$ cat src/rtl/kbd_evt_pkg.sv
package kbd_evt_pkg;

  localparam int CODE_W = 8;
  localparam int KIND_N = 2;           // press, release

  typedef enum logic [1:0] {
    BC_KEY = 2'd0,
    BC_REL = 2'd1,
    BC_EXT = 2'd2
  } byte_cls_e;

  typedef struct packed {
    logic [CODE_W-1:0] code;
    logic              rel;
    logic              ext;
  } key_evt_t;

endpackage

$ cat src/rtl/kbd_byte_class.sv
module kbd_byte_class
  import kbd_evt_pkg::*;
#(
  parameter int                W          = CODE_W,
  parameter logic [CODE_W-1:0] REL_MARKER = 8'hF0,
  parameter logic [CODE_W-1:0] EXT_MARKER = 8'hE0
) (
  input  logic [W-1:0] byte_i,
  output byte_cls_e    cls_o
);

  always_comb begin
    if (byte_i == REL_MARKER[W-1:0])      cls_o = BC_REL;
    else if (byte_i == EXT_MARKER[W-1:0]) cls_o = BC_EXT;
    else                                  cls_o = BC_KEY;
  end

endmodule

$ cat src/rtl/kbd_prefix_track.sv
module kbd_prefix_track
  import kbd_evt_pkg::*;
(
  input  logic      clk,
  input  logic      rst,
  input  logic      take_i,
  input  byte_cls_e cls_i,
  output logic      key_fire_o,
  output logic      rel_pend_o,
  output logic      ext_pend_o
);

  logic rel_q, ext_q;

  assign key_fire_o = take_i && (cls_i == BC_KEY);
  assign rel_pend_o = rel_q;
  assign ext_pend_o = ext_q;

  always_ff @(posedge clk) begin
    if (rst) begin
      rel_q <= 1'b0;
      ext_q <= 1'b0;
    end else if (take_i) begin
      unique case (cls_i)
        BC_REL:  rel_q <= 1'b1;
        BC_EXT:  ext_q <= 1'b1;
        default: begin
          rel_q <= 1'b0;
          ext_q <= 1'b0;
        end
      endcase
    end
  end

  AST_MARKERS_CONSUMED: assert property (@(posedge clk) disable iff (rst)
    key_fire_o |=> (!rel_q && !ext_q));

  AST_IDLE_HOLDS: assert property (@(posedge clk) disable iff (rst)
    (!take_i && !$past(rst)) |=> ($stable(rel_q) && $stable(ext_q)));

endmodule

$ cat src/rtl/kbd_evt_out.sv
module kbd_evt_out
  import kbd_evt_pkg::*;
#(
  parameter int KINDS = KIND_N
) (
  input  logic             clk,
  input  logic             rst,
  input  logic             fire_i,
  input  key_evt_t         evt_i,
  input  logic [KINDS-1:0] mask_i,
  output logic             vld_o,
  output key_evt_t         evt_o,
  output logic             fwd_o
);

  logic [KINDS-1:0] kind_hit;

  // one enable per event kind: index 0 press, index 1 release
  for (genvar k = 0; k < KINDS; k++) begin : g_kind
    always_comb kind_hit[k] = mask_i[k] && (evt_i.rel == k[0]);
  end

  always_ff @(posedge clk) begin
    if (rst) begin
      vld_o <= 1'b0;
      fwd_o <= 1'b0;
      evt_o <= '0;
    end else begin
      vld_o <= fire_i;
      fwd_o <= fire_i && (|kind_hit);
      if (fire_i) evt_o <= evt_i;
    end
  end

  AST_FWD_SUBSET: assert property (@(posedge clk) disable iff (rst)
    fwd_o |-> vld_o);

  AST_SINGLE_PULSE: assert property (@(posedge clk) disable iff (rst)
    !fire_i |=> !vld_o);

endmodule

$ cat src/rtl/kbd_scan_event.sv
module kbd_scan_event
  import kbd_evt_pkg::*;
#(
  parameter logic [CODE_W-1:0] REL_MARKER = 8'hF0,
  parameter logic [CODE_W-1:0] EXT_MARKER = 8'hE0
) (
  input  logic              clk,
  input  logic              rst,
  input  logic              byte_vld,
  input  logic [CODE_W-1:0] byte_data,
  input  logic [KIND_N-1:0] fwd_mask,
  output logic              evt_vld,
  output logic [CODE_W-1:0] evt_code,
  output logic              evt_rel,
  output logic              evt_ext,
  output logic              fwd_vld
);

  byte_cls_e cls;
  logic      fire, rel_pend, ext_pend;
  key_evt_t  evt_next, evt_q;

  kbd_byte_class #(
    .W(CODE_W), .REL_MARKER(REL_MARKER), .EXT_MARKER(EXT_MARKER)
  ) u_class (
    .byte_i(byte_data),
    .cls_o (cls)
  );

  kbd_prefix_track u_track (
    .clk       (clk),
    .rst       (rst),
    .take_i    (byte_vld),
    .cls_i     (cls),
    .key_fire_o(fire),
    .rel_pend_o(rel_pend),
    .ext_pend_o(ext_pend)
  );

  always_comb begin
    evt_next.code = byte_data;
    evt_next.rel  = rel_pend;
    evt_next.ext  = ext_pend;
  end

  kbd_evt_out #(.KINDS(KIND_N)) u_out (
    .clk   (clk),
    .rst   (rst),
    .fire_i(fire),
    .evt_i (evt_next),
    .mask_i(fwd_mask),
    .vld_o (evt_vld),
    .evt_o (evt_q),
    .fwd_o (fwd_vld)
  );

  assign evt_code = evt_q.code;
  assign evt_rel  = evt_q.rel;
  assign evt_ext  = evt_q.ext;

  AST_REL_SILENT: assert property (@(posedge clk) disable iff (rst)
    (byte_vld && byte_data == REL_MARKER) |=> !evt_vld);

  AST_EXT_SILENT: assert property (@(posedge clk) disable iff (rst)
    (byte_vld && byte_data == EXT_MARKER) |=> !evt_vld);

  AST_CODE_ECHO: assert property (@(posedge clk) disable iff (rst)
    evt_vld |-> (evt_code == $past(byte_data) && $past(byte_vld)));

endmodule

$ cat config.mk
export PLATFORM = sky130hd
export DESIGN_NAME = kbd_scan_event
export DESIGN_NICKNAME = d
export VERILOG_FILES = /design/src/rtl/kbd_evt_pkg.sv /design/src/rtl/kbd_byte_class.sv /design/src/rtl/kbd_prefix_track.sv /design/src/rtl/kbd_evt_out.sv /design/src/rtl/kbd_scan_event.sv
export SDC_FILE = /design/constraint.sdc
export NUM_CORES = 1
export LEC_CHECK = 0
export BUFFER_PORTS_ARGS = -buffer_cell sky130_fd_sc_hd__buf_2
export CAP_MARGIN = 20
export CELL_PAD_IN_SITES_DETAIL_PLACEMENT = 2
export CELL_PAD_IN_SITES_GLOBAL_PLACEMENT = 2
export CORE_ASPECT_RATIO = 1.2
export CORE_UTILIZATION = 25
export DETAILED_ROUTE_END_ITERATION = 12
export GPL_TIMING_DRIVEN = 0
export PLACE_DENSITY_LB_ADDON = 0.1
export SYNTH_ARGS = -nofsm -noshare
export SYNTH_HDL_FRONTEND = slang
export SYNTH_SLANG_ARGS = --single-unit
export TNS_END_PERCENT = 30
$ cat constraint.sdc
create_clock -name clk -period 1.37 [get_ports clk]
set_input_delay 0.2055 -clock clk [delete_from_list [all_inputs] [get_ports clk]]
set_output_delay 0.2055 -clock clk [all_outputs]
set_load 0.05 [all_outputs]
* Word level (Yosys, flattened, before mapping)
Cells that the tools add are included.
Storage, ports and cells: flip-flop bits (word level) 14, output and inout port bits 12, logic and storage cells 26
Operators by class: eq/ne operators 4, muxes and demuxes 4, bitwise logic cells 3, reduce and logical (&&, ||, !) cells 8
Operator list (count):
- equality test 8 bit, second input constant | 2
- logical AND 1 bit | 4
- 2-to-1 mux 2 bit | 2
- case mux 1 bit (2 select lines) | 2
- AND reduction 2 bit | 2
- NOT 1 bit | 3
- equality test 2 x 1 -> 1 bit, second input constant | 1
- equality test 2 bit, second input constant | 1
- logical NOT 2 bit | 1
- OR reduction 2 bit | 1

* Longest topological paths before layout
depth in word-level cells 6, depth in mapped cells 4

* Hierarchy
From an unflattened synthesis, not the netlist that was laid out.
Unflattened totals: cell total of the unflattened synthesis 54, area total of the unflattened synthesis 540.5 µm²
By module, submodules not included:
- kbd_evt_out | instances 1, cells an instance 37, area each 415.4 µm², seq. area each 240.2 µm²
- kbd_prefix_track | instances 1, cells an instance 12, area each 95.1 µm², seq. area each 40.0 µm²
- kbd_byte_class | instances 1, cells an instance 5, area each 30.0 µm², seq. area each 0.0 µm²

* Worst setup path after synthesis
OpenSTA, ideal clock, no wires.
path kind input to register, from in byte_data[2], to reg u_out.evt_o[0] (netlist bit), setup time 0.119 ns, data arrival time 1.019 ns, path slack 0.232 ns, stages 4, path buffers 1, path through or3b_1 > o21a_1 > buf_6 > mux2i_1
On the way: cells in the longest elaborated chain, start to end 5, elaborated cells between the ends (all ways) 6, classes of those cells eq/ne (2); mux (2); reduce/logical (2)
Ends and longest elaborated chain:
- start, declared | line kbd_scan_event.sv:10 | input logic [CODE_W-1:0] byte_data,
- equality test 8 bit | line kbd_byte_class.sv:14 | else if (byte_i == EXT_MARKER[W-1:0]) cls_o = BC_EXT;
- 2-to-1 mux 2 bit | line kbd_byte_class.sv:14
- 2-to-1 mux 2 bit (*) | line kbd_byte_class.sv:13 | if (byte_i == REL_MARKER[W-1:0]) cls_o = BC_REL;
- logical NOT 2 bit (*) | line kbd_prefix_track.sv:15 | assign key_fire_o = take_i && (cls_i == BC_KEY);
- logical AND 1 bit (*) | line kbd_prefix_track.sv:15
- end signal, assigned | line kbd_evt_out.sv:31 | if (fire_i) evt_o <= evt_i;
- end, declared | line kbd_evt_out.sv:12 | output key_evt_t evt_o,
Mark *: on every way between the ends. The rest lies on a longest branch, timed or not. A chain may end at the register's enable or synchronous reset.

* Worst setup path in the final report
from reg u_out.evt_o[3] (netlist bit), to out evt_code[1]
RTL lines:
- end, declared | line kbd_scan_event.sv:13 | output logic [CODE_W-1:0] evt_code,
No word-level cell between the ends.

==> flow_summary.json <==
{
  "hold_viol": 0,
  "initial_core_util_pct": 27.37,
  "cts_tree": "built",
  "crit_path_end_kind": "output port",
  "cts_resized": 0,
  "critPathKind": "register to output port",
  "drv_slew": 0,
  "dpl.hpwl_mm": 1.159,
  "path_delay_family": "flip-flops",
  "yosys_warnings": 0,
  "drc": 0,
  "ir_worst_vdd_v": 0.0004288,
  "syn_area_um2": 585.6,
  "final_layout_size_suffix_gt1_share_pct": 31.46,
  "fillers": 260,
  "fin_crit_ns": 1.086,
  "row_count": 18,
  "synth_area_leaders": "dfxtp_1, nand2b_1, mux2i_1",
  "drt_iter0_markers": 1,
  "cp_max_fo": 2,
  "crit_chain": "buf_2",
  "hold_depth": 3,
  "ys_ff_latch": 14,
  "hold_class": "primary input to register",
  "cts_made_buffers": 3,
  "ys.flop_type": "dfxtp_1",
  "vias": 527,
  "dp_slack_ns": 0.006130,
  "cts_root_buffer": "clkbuf_4",
  "slew_headroom_pct": 70.12,
  "finalClockSkew_ns": 0.0004975,
  "hold_buffers": 0,
  "synthTopCellsByCount": "dfxtp_1, nand2b_1, inv_1",
  "grt_pass1_wl_mm": 2.449,
  "hp-start": "byte_data[5]",
  "netlist_instances": 62,
  "synth-edff-count": 0,
  "detail-route-antenna-nets": 0,
  "critPathRequiredTime_ns": 1.16,
  "utilization_pct": 35.79,
  "reg2regPathDepth": 2,
  "async_reset_ff_share_pct": 0,
  "critPathMaxStageDelay_ns": 0.35,
  "antenna_found_initial": 0,
  "synth_top_area_share_pct": 47.86,
  "die_x_um": 46.18,
  "synthesis.nets": 75,
  "p_total_mw": 0.8345,
  "routed_wl_mm": 1.485,
  "clkTransAtPathRegs_ns": 0.08,
  "grt_max_degree": 11,
  "path_buf_inv": 1,
  "cts_setup_buffers": 0,
  "synth_cell_types": 18,
  "fin_ws_ns": 0.2835,
  "cts_sinks": 14,
  "syn2layout_area_growth_pct": 30.77,
  "reg2reg_slack_ns": 0.60,
  "core_um2": 2140,
  "timing.rr.end": "u_out.fwd_o",
  "yosys.area.top_type": "dfxtp_1",
  "tns_ns": 0,
  "gp_congestion": 0.6265,
  "detail_route.wl_per_cell_um": 12.48,
  "cap_violations": 0,
  "n_antenna_cell": 0,
  "grt_use_total_pct": 14.08,
  "setup_violations": 0,
  "p_leak_nw": 0.3505,
  "rr_startpoint": "u_track.rel_pend_o",
  "syn_avg_cell_area_um2": 9.445,
  "dr.pass1.iters": 2,
  "overflow": 0,
  "hold_slack_ns": 0.1998,
  "worst_pin_slew_ns": 0.4482,
  "whs_endpoint": "u_out.evt_o[7]",
  "via_per_inst": 4.429,
  "grt_pass1_vias": 565,
  "start_kind": "register",
  "powerDensity_nw_per_um2": 1090,
  "nets": 104,
  "die_h_um": 55.02,
  "grt_setup_unrepaired": "false",
  "fin_crit_sh_pct": 79.30,
  "dieArea_um2": 2541,
  "status": "completed",
  "fmaxAchievable_mhz": 920.4,
  "slowest_stage": "dfxtp_1",
  "portBuffers": 24,
  "clock_path_buffers": 2,
  "synth_most_common_cell": "dfxtp_1",
  "cts_max_level": 1,
  "ios": 25,
  "cp_data_arrival_time_ns": 0.88,
  "synth_seq_area_share_pct": 47.86,
  "clk_latency_ns": 0.27
}
area by class of cell:
class	count	area, um^2	share of cell area, %
multi-input cells	38	260.3	33.99
plain buffers	4	22.52	2.941
flip-flops and latches	14	280.3	36.60
repair buffers	24	120.1	15.69
inverters	6	22.52	2.941
well taps	30	37.54	4.902
clock buffers	3	22.52	2.941
cells in the final DEF, fill, tap and decap left out:
cell type,count
nor3b_1,1
buf_6,1
dfxtp_1,14
buf_2,24
o22ai_1,4
mux2i_1,5
nor3_1,2
nand2b_1,12
o31ai_1,1
nor2b_1,1
nand2_1,4
a221oi_1,2
a21oi_1,2
nand4bb_1,1
o41ai_1,1
clkbuf_4,3
o21a_1,1
clkbuf_1,3
or3b_1,1
inv_1,6
through the flow:
stage          instance area [um^2]  instances
2_1_floorplan                 585.6         62
3_3_place_gp                  743.2        116
3_5_place_dp                  743.2        116
4_1_cts                       765.7        119
5_1_grt                       765.7        119
6_report                      765.7        119
report_power, final:
| group | switching (mW) | total [mW] | internal, mW |
|---|---|---|---|
| registers | 0.00921 | 0.437 | 0.428 |
| clock network | 0.120 | 0.222 | 0.102 |
| logic | 0.119 | 0.176 | 0.0572 |
| total | 0.248 | 0.835 | 0.586 |
cells by family (layout without fill, tap and decap cells):
logic type             count (synthesis)  after routing  share of synthesized area (%)
AO/OA/AOI/OAI                         11             11                          13.04
buffers and inverters                 10             37                          7.692
flip-flops                            14             14                          47.86
multiplexers                           5              5                          8.547
AND/OR/NAND/NOR                       22             22                          22.86
how the worst max path moves through the flow:
stage	start	endpoint	slack, ns	cells after the start
after floorplan	byte_data[2]	u_out.evt_o[0]	0.23	4
after global placement	byte_data[2]	u_track.rel_pend_o	0.01	5
after detailed placement	byte_data[2]	u_track.ext_pend_o	0.006	5
after CTS	u_out.evt_o[3]	evt_code[1]	0.26	1
after global routing	u_out.evt_o[8]	evt_code[6]	0.22	1
final	u_out.evt_o[3]	evt_code[1]	0.28	1
registers in the layout, indices dropped and copies added, names as in the netlist:
signal	cells
u_out.evt_o	10
u_out.fwd_o	1
u_out.vld_o	1
u_track.ext_pend_o	1
u_track.rel_pend_o	1
routing by layer:
metal | up-vias | GRT usage [%] | share of wire [%]
met5 | - | 0 | 0
met4 | 0 | 5.882 | 0.88
met3 | 2 | 3.896 | 4.0
met2 | 15 | 24.18 | 51
met1 | 245 | 16.21 | 44
li1 | 265 | - | -
(Power assumes the default switching activity.)
